## src/rtl/rxs_pkg.sv

```systemverilog
package rxs_pkg;
  localparam int unsigned FL_EMPTY  = 15;
  localparam int unsigned FL_WRAP   = 13;
  localparam int unsigned FL_LAST   = 11;
  localparam int unsigned FL_LONG   = 5;
  localparam int unsigned FL_TRUNC  = 0;
  localparam int unsigned CRC_BYTES = 4;
  localparam int unsigned DESC_STEP = 8;
  localparam int unsigned BSZ_W     = 11;

  typedef enum logic [3:0] {
    S_IDLE,
    S_RD0,
    S_RD1,
    S_DCHK,
    S_XFER,
    S_WB,
    S_DRAIN,
    S_CHK0,
    S_CHK1
  } rxs_state_e;
endpackage

```

## src/rtl/rxs_len_calc.sv

```systemverilog
module rxs_len_calc
  import rxs_pkg::*;
#(
  parameter int unsigned LW      = 16,
  parameter int unsigned MAX_FRM = 2048
) (
  input  logic [LW-1:0] len_i,
  input  logic [15:0]   limit_i,
  output logic [LW:0]   size_o,
  output logic [LW:0]   keep_o,
  output logic          trunc_o,
  output logic          long_o
);
  localparam logic [LW:0] CRC_W = (LW+1)'(CRC_BYTES);
  localparam logic [LW:0] MAX_W = (LW+1)'(MAX_FRM);

  logic [LW:0] raw;

  always_comb begin
    raw     = {1'b0, len_i} + CRC_W;
    trunc_o = raw > MAX_W;
    size_o  = trunc_o ? MAX_W : raw;
    long_o  = trunc_o | (size_o > (LW+1)'(limit_i));
    keep_o  = size_o - CRC_W;
  end
endmodule

```

## src/rtl/rxs_ring_ptr.sv

```systemverilog
module rxs_ring_ptr
  import rxs_pkg::*;
#(
  parameter int unsigned AW = 16
) (
  input  logic             clk_i,
  input  logic             rst_ni,
  input  logic             base_wr_i,
  input  logic [AW-1:0]    base_i,
  input  logic             bsz_wr_i,
  input  logic [15:0]      bsz_wdata_i,
  input  logic             adv_i,
  input  logic             wrap_i,
  output logic [AW-1:0]    ptr_o,
  output logic [BSZ_W-1:0] bsz_o
);
  logic [AW-1:0] base_q, ptr_q;
  logic [6:0]    bsz_q;
  logic          unused_bits;

  assign unused_bits = ^{bsz_wdata_i[15:11], bsz_wdata_i[3:0], base_i[1:0]};

  always_ff @(posedge clk_i or negedge rst_ni) begin
    if (!rst_ni) begin
      base_q <= '0;
      ptr_q  <= '0;
      bsz_q  <= 7'h60;
    end else begin
      if (base_wr_i) begin
        base_q <= {base_i[AW-1:2], 2'b00};
        ptr_q  <= {base_i[AW-1:2], 2'b00};
      end else if (adv_i) begin
        ptr_q <= wrap_i ? base_q : ptr_q + AW'(DESC_STEP);
      end
      if (bsz_wr_i) bsz_q <= bsz_wdata_i[10:4];
    end
  end

  assign ptr_o = ptr_q;
  assign bsz_o = (bsz_q == '0) ? BSZ_W'(16) : {bsz_q, 4'b0000};

  a_r7_step: assert property (@(posedge clk_i) disable iff (!rst_ni)
    (adv_i && !wrap_i && !base_wr_i) |=> (ptr_o == $past(ptr_o) + AW'(DESC_STEP)));
  a_r7_wrap: assert property (@(posedge clk_i) disable iff (!rst_ni)
    (adv_i && wrap_i && !base_wr_i) |=> (ptr_o == base_q));
endmodule

```

## src/rtl/rxs_byte_sel.sv

```systemverilog
module rxs_byte_sel #(
  parameter int unsigned SW = 17
) (
  input  logic [SW-1:0] pos_i,
  input  logic [SW-1:0] keep_i,
  input  logic [31:0]   crc_i,
  input  logic [7:0]    pay_i,
  output logic          is_crc_o,
  output logic [7:0]    byte_o
);
  logic [1:0] idx;

  assign is_crc_o = pos_i >= keep_i;
  assign idx      = 2'(pos_i - keep_i);

  always_comb begin
    if (!is_crc_o) begin
      byte_o = pay_i;
    end else begin
      unique case (idx)
        2'd0:    byte_o = crc_i[31:24];
        2'd1:    byte_o = crc_i[23:16];
        2'd2:    byte_o = crc_i[15:8];
        default: byte_o = crc_i[7:0];
      endcase
    end
  end
endmodule

```

## src/rtl/rx_scatter.sv

```systemverilog
module rx_scatter
  import rxs_pkg::*;
#(
  parameter int unsigned AW      = 16,
  parameter int unsigned LW      = 16,
  parameter int unsigned MAX_FRM = 2048
) (
  input  logic          clk_i,
  input  logic          rst_ni,
  input  logic          ctl_en_i,
  input  logic          rx_demand_i,
  input  logic          ring_load_i,
  input  logic [AW-1:0] ring_base_i,
  input  logic          bsz_wr_i,
  input  logic [15:0]   bsz_wdata_i,
  input  logic [15:0]   len_limit_i,
  input  logic          frm_start_i,
  input  logic [LW-1:0] frm_len_i,
  input  logic [31:0]   frm_crc_i,
  output logic          start_ready_o,
  input  logic          byte_valid_i,
  input  logic [7:0]    byte_data_i,
  output logic          byte_ready_o,
  output logic          mem_req_o,
  output logic          mem_we_o,
  output logic [AW-1:0] mem_addr_o,
  output logic [3:0]    mem_be_o,
  output logic [31:0]   mem_wdata_o,
  input  logic [31:0]   mem_rdata_i,
  output logic          evt_rxb_o,
  output logic          evt_rxf_o,
  output logic          rx_en_o
);
  localparam int unsigned SW = LW + 1;

  rxs_state_e       state_q;
  logic [SW-1:0]    size_q, keep_q, pos_q, off_q, chunk_q;
  logic [LW-1:0]    pay_left_q;
  logic [31:0]      crc_q;
  logic [15:0]      flags_q;
  logic [AW-1:0]    dbuf_q;
  logic             trunc_q, long_q, drop_all_q, rx_en_q;

  logic [SW-1:0]    size_c, keep_c, rem_c, chunk_c, bsz_ext;
  logic             trunc_c, long_c, is_crc, avail, last, base_wr, adv;
  logic [7:0]       wr_byte;
  logic [AW-1:0]    ptr, baddr;
  logic [BSZ_W-1:0] bsz;
  logic [15:0]      flags_new;

  rxs_len_calc #(.LW(LW), .MAX_FRM(MAX_FRM)) u_len (
    .len_i   (frm_len_i),
    .limit_i (len_limit_i),
    .size_o  (size_c),
    .keep_o  (keep_c),
    .trunc_o (trunc_c),
    .long_o  (long_c)
  );

  assign base_wr = ring_load_i && (state_q == S_IDLE);
  assign adv     = (state_q == S_WB);

  rxs_ring_ptr #(.AW(AW)) u_ptr (
    .clk_i       (clk_i),
    .rst_ni      (rst_ni),
    .base_wr_i   (base_wr),
    .base_i      (ring_base_i),
    .bsz_wr_i    (bsz_wr_i),
    .bsz_wdata_i (bsz_wdata_i),
    .adv_i       (adv),
    .wrap_i      (flags_q[FL_WRAP]),
    .ptr_o       (ptr),
    .bsz_o       (bsz)
  );

  rxs_byte_sel #(.SW(SW)) u_sel (
    .pos_i    (pos_q),
    .keep_i   (keep_q),
    .crc_i    (crc_q),
    .pay_i    (byte_data_i),
    .is_crc_o (is_crc),
    .byte_o   (wr_byte)
  );

  assign rem_c   = size_q - pos_q;
  assign bsz_ext = SW'(bsz);
  assign chunk_c = (rem_c < bsz_ext) ? rem_c : bsz_ext;
  assign avail   = is_crc || byte_valid_i;
  assign last    = (pos_q == size_q);
  assign baddr   = dbuf_q + AW'(off_q);

  always_comb begin
    flags_new = flags_q;
    flags_new[FL_EMPTY] = 1'b0;
    if (last) begin
      flags_new[FL_LAST] = 1'b1;
      if (trunc_q) flags_new[FL_TRUNC] = 1'b1;
      if (long_q)  flags_new[FL_LONG]  = 1'b1;
    end
  end

  // Memory port: one request per cycle, reads return next cycle
  always_comb begin
    mem_req_o   = 1'b0;
    mem_we_o    = 1'b0;
    mem_addr_o  = ptr;
    mem_be_o    = 4'h0;
    mem_wdata_o = '0;
    unique case (state_q)
      S_RD0, S_CHK0: mem_req_o = 1'b1;
      S_RD1: begin
        mem_req_o  = mem_rdata_i[16 + FL_EMPTY];
        mem_addr_o = ptr + AW'(4);
      end
      S_XFER: begin
        mem_req_o   = avail;
        mem_we_o    = 1'b1;
        mem_addr_o  = {baddr[AW-1:2], 2'b00};
        mem_be_o    = 4'b0001 << baddr[1:0];
        mem_wdata_o = {4{wr_byte}};
      end
      S_WB: begin
        mem_req_o   = 1'b1;
        mem_we_o    = 1'b1;
        mem_be_o    = 4'hf;
        mem_wdata_o = {flags_new, 16'(chunk_q)};
      end
      default: ;
    endcase
  end

  assign start_ready_o = (state_q == S_IDLE);
  assign byte_ready_o  = ((state_q == S_XFER) && !is_crc) || (state_q == S_DRAIN);
  assign evt_rxf_o     = (state_q == S_WB) && last;
  assign evt_rxb_o     = (state_q == S_WB) && !last;
  assign rx_en_o       = rx_en_q;

  always_ff @(posedge clk_i or negedge rst_ni) begin
    if (!rst_ni) begin
      state_q    <= S_IDLE;
      size_q     <= '0;
      keep_q     <= '0;
      pos_q      <= '0;
      off_q      <= '0;
      chunk_q    <= '0;
      pay_left_q <= '0;
      crc_q      <= '0;
      flags_q    <= '0;
      dbuf_q     <= '0;
      trunc_q    <= 1'b0;
      long_q     <= 1'b0;
      drop_all_q <= 1'b0;
      rx_en_q    <= 1'b0;
    end else begin
      unique case (state_q)
        S_IDLE: begin
          if (frm_start_i) begin
            size_q     <= size_c;
            keep_q     <= keep_c;
            trunc_q    <= trunc_c;
            long_q     <= long_c;
            crc_q      <= frm_crc_i;
            pay_left_q <= frm_len_i;
            pos_q      <= '0;
            if (rx_en_q) begin
              state_q <= S_RD0;
            end else begin
              drop_all_q <= 1'b1;
              state_q    <= S_DRAIN;
            end
          end else if (rx_demand_i && ctl_en_i && !rx_en_q) begin
            state_q <= S_CHK0;
          end
        end
        S_RD0: state_q <= S_RD1;
        S_RD1: begin
          flags_q <= mem_rdata_i[31:16];
          state_q <= mem_rdata_i[16 + FL_EMPTY] ? S_DCHK : S_DRAIN;
        end
        S_DCHK: begin
          dbuf_q  <= mem_rdata_i[AW-1:0];
          chunk_q <= chunk_c;
          off_q   <= '0;
          state_q <= S_XFER;
        end
        S_XFER: begin
          if (avail) begin
            pos_q <= pos_q + SW'(1);
            off_q <= off_q + SW'(1);
            if (!is_crc) pay_left_q <= pay_left_q - LW'(1);
            if (off_q + SW'(1) == chunk_q) state_q <= S_WB;
          end
        end
        S_WB: begin
          if (last) state_q <= (pay_left_q != '0) ? S_DRAIN : S_CHK0;
          else      state_q <= S_RD0;
        end
        S_DRAIN: begin
          if (pay_left_q == '0) begin
            state_q    <= drop_all_q ? S_IDLE : S_CHK0;
            drop_all_q <= 1'b0;
          end else if (byte_valid_i) begin
            pay_left_q <= pay_left_q - LW'(1);
          end
        end
        S_CHK0: state_q <= S_CHK1;
        S_CHK1: begin
          rx_en_q <= mem_rdata_i[16 + FL_EMPTY];
          state_q <= S_IDLE;
        end
        default: state_q <= S_IDLE;
      endcase
      if (!ctl_en_i) rx_en_q <= 1'b0;
    end
  end

  a_r6_one_event: assert property (@(posedge clk_i) disable iff (!rst_ni)
    !(evt_rxb_o && evt_rxf_o));
  a_r11_drop_quiet: assert property (@(posedge clk_i) disable iff (!rst_ni)
    drop_all_q |-> (!mem_req_o && !evt_rxb_o && !evt_rxf_o));
  a_r9_disable: assert property (@(posedge clk_i) disable iff (!rst_ni)
    !ctl_en_i |=> !rx_en_o);
  a_r4_chunk_fits: assert property (@(posedge clk_i) disable iff (!rst_ni)
    (state_q == S_XFER) |-> (chunk_q != '0 && chunk_q <= bsz_ext));
  a_r5_stop_quiet: assert property (@(posedge clk_i) disable iff (!rst_ni)
    (state_q == S_RD1 && !mem_rdata_i[16 + FL_EMPTY]) |=> (state_q == S_DRAIN && !mem_req_o));
endmodule

```

## config.mk

```make
export PLATFORM = sky130hd
export DESIGN_NAME = rx_scatter
export DESIGN_NICKNAME = d
export VERILOG_FILES = /design/src/rtl/rxs_pkg.sv /design/src/rtl/rxs_len_calc.sv /design/src/rtl/rxs_ring_ptr.sv /design/src/rtl/rxs_byte_sel.sv /design/src/rtl/rx_scatter.sv
export SDC_FILE = /design/constraint.sdc
export NUM_CORES = 1
export LEC_CHECK = 0
export BUFFER_PORTS_ARGS = -buffer_cell sky130_fd_sc_hd__buf_2
export CORE_AREA = 2 2 158 237
export CTS_CLUSTER_DIAMETER = 150
export DETAILED_ROUTE_END_ITERATION = 7
export DIE_AREA = 0 0 160 239
export GPL_ROUTABILITY_DRIVEN = 0
export HOLD_SLACK_MARGIN = 0.02
export PLACE_DENSITY = 0.65
export SETUP_SLACK_MARGIN = 0.5
export SYNTH_ARGS = -nofsm -noshare
export SYNTH_HDL_FRONTEND = slang
export SYNTH_HIERARCHICAL = 1
export SYNTH_SLANG_ARGS = --single-unit
```

## constraint.sdc

```tcl
create_clock -name clk_i -period 10.55 [get_ports clk_i]
set_input_delay 2.11 -clock clk_i [delete_from_list [all_inputs] [get_ports clk_i]]
set_output_delay 2.11 -clock clk_i [all_outputs]
set_load 0.02 [all_outputs]
```

-- Word-level counts from Yosys, hierarchy flattened
Cells that the tools add are included.
- flip-flop bits (word level): 209
- input bits: 144
- output and inout port bits: 59
- add/subtract/negate cells: 10
- magnitude comparators: 4
- equal/unequal tests: 22
- shift-type cells: 1
- muxes and demuxes: 46
- bitwise gates (word level): 1
- reduce and logical (&&, ||, !) cells: 29
- operator list (operator ; number):
    $mux W16 ; 8
    $mux W17 ; 5
    $pmux W17 S2 ; 2
    $pmux W32 S2 ; 1
    $pmux W16 S3 ; 1
    $add A17 B1 Y17 const B ; 2
    $eq A17 B17 Y1 ; 2
    $pmux W16 S2 ; 1
    $pmux W4 S8 ; 1
    $pmux W8 S3 ; 1
    $mux W4 ; 5
    $add A16 B3 Y17 const B ; 1
    $ge A17 B17 Y1 ; 1
    $gt A17 B12 Y1 const B ; 1
    $gt A17 B16 Y1 ; 1
    $lt A17 B11 Y1 ; 1
    $sub A17 B17 Y17 ; 1
    $sub A17 B3 Y17 const B ; 1
    $add A16 B16 Y16 ; 1
    $add A16 B3 Y16 const B ; 1
    $add A16 B4 Y16 const B ; 1
    $eq A4 B3 Y1 const B ; 4
    $logic_not A16 Y1 ; 1
    $reduce_bool A16 Y1 ; 1
    other kinds (33) ; 68

-- Depth between registers and ports, before layout
- word-level depth: 5
- depth in mapped cells: 18
- depth with buffers taken out: 17

-- By module
Netlist, hierarchy kept.
- by module, submodules not included (module ; times used ; cells an instance ; area each (µm²) ; seq. area each (µm²)):
    rx_scatter ; 1 ; 1349 ; 10661.5 ; 4304.1
    rxs_ring_ptr ; 1 ; 190 ; 1824.2 ; 878.3
    rxs_len_calc ; 1 ; 190 ; 1285.0 ; 0.0
    rxs_byte_sel ; 1 ; 105 ; 899.6 ; 0.0

-- Least setup slack after synthesis
OpenSTA, ideal clock, no wires.
- path type: in2out
- from: input port byte_valid_i
- to: output port mem_req_o
- arrival: 3.036 ns
- data required time: 8.440 ns
- slack: 5.404 ns
- stages on the path: 3
- path buffers: 1
- cell sequence: o21ai_1 > clkbuf_1 > o21ai_0
- word-level cells in the longest chain between the ends: 2
- RTL lines (item ; line ; text):
    from (decl) ; rx_scatter.sv:21 ; input logic byte_valid_i,
    $logic_or A1 B1 Y1 ; rx_scatter.sv:88 ; assign avail = is_crc || byte_valid_i;
    $pmux W1 S3 ; rx_scatter.sv:109 ; unique case (state_q)
    to (decl) ; rx_scatter.sv:24 ; output logic mem_req_o,
Every way passes these cells.

-- Worst setup path in the final report
- from: register state_q[2]
- to: output port mem_addr_o[14]
- word-level cells in the longest chain between the ends: 2
- RTL lines (item ; line ; text):
    from (decl) ; rx_scatter.sv:36 ; rxs_state_e state_q;
    from (signal assigned) ; rx_scatter.sv:178 ; state_q <= mem_rdata_i[16 + FL_EMPTY] ? S_DCHK : S_DRAIN;
    from (signal assigned) ; rx_scatter.sv:195 ; if (last) state_q <= (pay_left_q != '0) ? S_DRAIN : S_CHK0;
    from (signal assigned) ; rx_scatter.sv:200 ; state_q <= drop_all_q ? S_IDLE : S_CHK0;
    $eq A4 B3 Y1 / $eq A4 B2 Y1 (equally long branches) ; rx_scatter.sv:109 ;
    $pmux W16 S2 (*) ; rx_scatter.sv:109 ;
    to (decl) ; rx_scatter.sv:26 ; output logic [AW-1:0] mem_addr_o,
Every way passes the cells marked *; elsewhere a longest branch is shown, timed or not.

==> impl_metrics.env <==
export IMPL_status="completed"
export IMPL_grt_pass1_vias=12941
export IMPL_die_x_um=160
export IMPL_crit_chain="nand3_1 > inv_1 > nand2b_1 > nand3_1 > o21a_1 > o21ai_0 > buf_2"
export IMPL_instances_no_fill=2471
export IMPL_clock_skew_ns=0.0354
export IMPL_yosysSeqAreaShare=0.353
export IMPL_worst_path_buf_inv=2
export IMPL_routedWlPerCell_um=17.1
export IMPL_drv_slew=0
export IMPL_fin_util=0.459
export IMPL_vias=13421
export IMPL_grtUsageMet1=0.253
export IMPL_finalCritPeriodShare=0.583
export IMPL_port_buffers=189
export IMPL_fin_tns_setup_ns=0
export IMPL_min_path_type="reg -> reg"
export IMPL_area_growth_pct=13.7
export IMPL_fillCellCount=3671
export IMPL_grt_busiest_layer="met2"
export IMPL_die_area_um2=38200
export IMPL_cpMaxStageDelayCell="nand3_1"
export IMPL_start_kind="register"
export IMPL_antenna_found_initial=2
export IMPL_start_util=0.403
export IMPL_post_cts_setup_buffers=0
export IMPL_synth_seq_cells=207
export IMPL_gr_total_overflow=0
export IMPL_cp_endpoint="mem_addr_o[14]"
export IMPL_postCtsResizedCells=0
export IMPL_worstPathMaxFanout=32
export IMPL_power_w=0.00207
export IMPL_synth_distinct_cells=95
export IMPL_syn_inst=1834
export IMPL_crit_start="state_q[2]$_DFFE_PN0P_"
export IMPL_cts_tree="yes"
export IMPL_setup_viol=0
export IMPL_clock_sinks=207
export IMPL_arrival_ns=4.04
export IMPL_vias_per_cell=5.43
export IMPL_r2r_end="pos_q[15]$_DFFE_PN0P_"
export IMPL_synth_area_per_cell_um2=8.00
export IMPL_row_count=86
export IMPL_drt_iter0_drc=995
export IMPL_p_leak_nw=7.90
export IMPL_cpPeakStageDelay_ns=0.97
export IMPL_netlist_area_um2=14700
export IMPL_ff2ff_setup_slack_ns=5.50
export IMPL_finalHoldViolCount=0
export IMPL_grt_first_pass_wirelength_mm=67.4
export IMPL_max_slew_margin=0.182
export IMPL_rsz0062_at_grt="false"
export IMPL_crit_top_cell="nand3_1"
export IMPL_end_kind="output pin"
export IMPL_path_delay_family="simple AND/OR/NAND/NOR gates"
export IMPL_numCtsBuffers=24
export IMPL_multiInputGateArea_um2=8600
export IMPL_dr_pass1_iters=5
export IMPL_grt_use_met3=0.0201
export IMPL_htree_levels=1
export IMPL_nets=2195
export IMPL_drt_drc_violations_left=0
export IMPL_hpwl_mm=31.4
export IMPL_core_um2=36400
export IMPL_vdd_drop_max_mv=0.0954
export IMPL_cts_root_buf="clkbuf_16"
export IMPL_tightest_slew_ns=1.22
export IMPL_crit_required_ns=8.44
export IMPL_max_freq_mhz=163
export IMPL_fp_dieH_um=239
export IMPL_clock_latency_ns=0.56
export IMPL_r2r_start="state_q[2]$_DFFE_PN0P_"
export IMPL_cts_hold_buf=0
export IMPL_async_reset_ff_frac=1.00
export IMPL_dp_cells=2426
export IMPL_ant_nets=0
export IMPL_clockBufferDepth=3
export IMPL_min_period_ns=6.15
export IMPL_yosys_warnings=6
export IMPL_io_pins=203
export IMPL_ff_latch_area_um2=5180
export IMPL_path_clk_slew_ns=0.06
export IMPL_track_usage=0.218
export IMPL_grt_max_degree=79
export IMPL_drv_cap=0
export IMPL_critical_path_depth=7
export IMPL_drive_above_1_share=0.160
export IMPL_wl_mm=42.2
export IMPL_pwr_density_cell_nw_per_um2=124
export IMPL_grtUsageMet2=0.409
export IMPL_synth_edf_count=0
export IMPL_r2r_cells=9
export IMPL_crit_type="reg -> out"
export IMPL_synth_ff_type="dfrtp_1"
cell type report:
cell class,count,share of cell area
Multi-Input combinational cell,1429,0.515
Antenna cell,1,0.000150
Clock buffer,32,0.0408
Timing Repair Buffer,205,0.0644
Tap cell,484,0.0363
Inverter,101,0.0227
Sequential cell,207,0.311
Clock inverter,12,0.00945
worst reg2reg max path, delay by kind of cell (launching register included):
kind | cells | cell delay [ns]
buffers and inverters | 2 | 0.95
DFF | 1 | 0.67
AOI/OAI and AO/OA | 1 | 0.14
and+or+nand+nor | 6 | 3.20
state kept, by name, indices dropped and copies added, names as in the netlist:
name / flops
crc_q: 32
chunk_q: 17
keep_q: 17
off_q: 17
pos_q: 17
size_q: 17
dbuf_q: 16
pay_left_q: 16
flags_q: 15
u_ptr/base_q: 14
u_ptr/ptr_o: 14
u_ptr/bsz_q: 7
state_q: 4
drop_all_q: 1
long_q: 1
rx_en_o: 1
trunc_q: 1
synth_stat cells, drive strengths merged (28+ instances only):
cell | instances | share of area
nand4 | 32 | 0.014
buf | 34 | 0.016
a21oi | 95 | 0.032
xnor2 | 46 | 0.028
xor2 | 34 | 0.020
nor3 | 44 | 0.017
nor2 | 117 | 0.031
clkbuf | 75 | 0.022
nand2 | 470 | 0.12
nand3 | 51 | 0.018
ha | 81 | 0.069
o211ai | 28 | 0.017
inv | 101 | 0.026
o21ai | 111 | 0.038
dfrtp | 205 | 0.35
stage by stage:
step / instance area [um2] / setup slack, ns / hold WS (ns)
finish: 16700 / 4.40 / 0.470
global route: 16700 / 4.22 / 0.494
CTS: 16700 / 4.50 / 0.475
detailed placement: 15800 / 4.72 / 0.460
global placement: 15800 / 4.82 / 0.455
floorplan: 14700 / 5.40 / 0.440
worst min path at each step:
stage	from	end	slack, ns	cells after the start
global placement	crc_q[30]$_DFFE_PN0P_	crc_q[30]$_DFFE_PN0P_	0.45	2
CTS	crc_q[1]$_DFFE_PN0P_	crc_q[1]$_DFFE_PN0P_	0.48	2
finish	crc_q[29]$_DFFE_PN0P_	crc_q[29]$_DFFE_PN0P_	0.47	2
detailed placement	crc_q[1]$_DFFE_PN0P_	crc_q[1]$_DFFE_PN0P_	0.46	2
global route	crc_q[1]$_DFFE_PN0P_	crc_q[1]$_DFFE_PN0P_	0.49	2
floorplan	crc_q[0]$_DFFE_PN0P_	crc_q[0]$_DFFE_PN0P_	0.44	2
report_power, final:
part           internal (W)  leakage (nW)  switching, W
Clock              0.000529         0.405      0.000356
Combinational      0.000120          5.03      0.000199
Sequential         0.000829          2.46     0.0000332
Total               0.00148          7.90      0.000588
layout by cell type, fill, tap and decap left out, drive strengths merged, types with 5 or more instances in the layout:
cell type,instances
nand2,470
dfrtp,205
buf,204
nor2,117
o21ai,111
inv,102
a21oi,95
ha,81
nand3,51
xnor2,46
nor3,44
xor2,34
clkbuf,33
nand4,32
o211ai,28
and2,24
a31oi,20
nand2b,19
nor4,19
a21o,16
conb,15
or3,14
nor2b,14
o31ai,14
o221ai,13
mux2,12
or4,11
o21a,10
mux2i,10
o311ai,10
and3,8
a22oi,8
o22ai,8
mux4,8
nand3b,7
nor3b,5
clkinv,5
cells by family (layout without fill, tap and decap cells):
group / Yosys count / count (layout) / synth area share
buffers and inverters: 211 / 350 / 0.0655
muxes: 30 / 30 / 0.0283
and+or+nand+nor: 847 / 847 / 0.265
adders and majority gates: 83 / 83 / 0.0718
DFF: 207 / 207 / 0.353
other: 2 / 16 / 0.000512
AOI/OAI and AO/OA: 374 / 374 / 0.167
xor gates and xnor gates: 80 / 80 / 0.0488
layer usage:
layer	wire, um	share of wire
met1	16800	0.40
met2	22000	0.52
met3	1780	0.042
met4	1680	0.040
met5	11	0.00026
(Power assumes the default switching activity.)
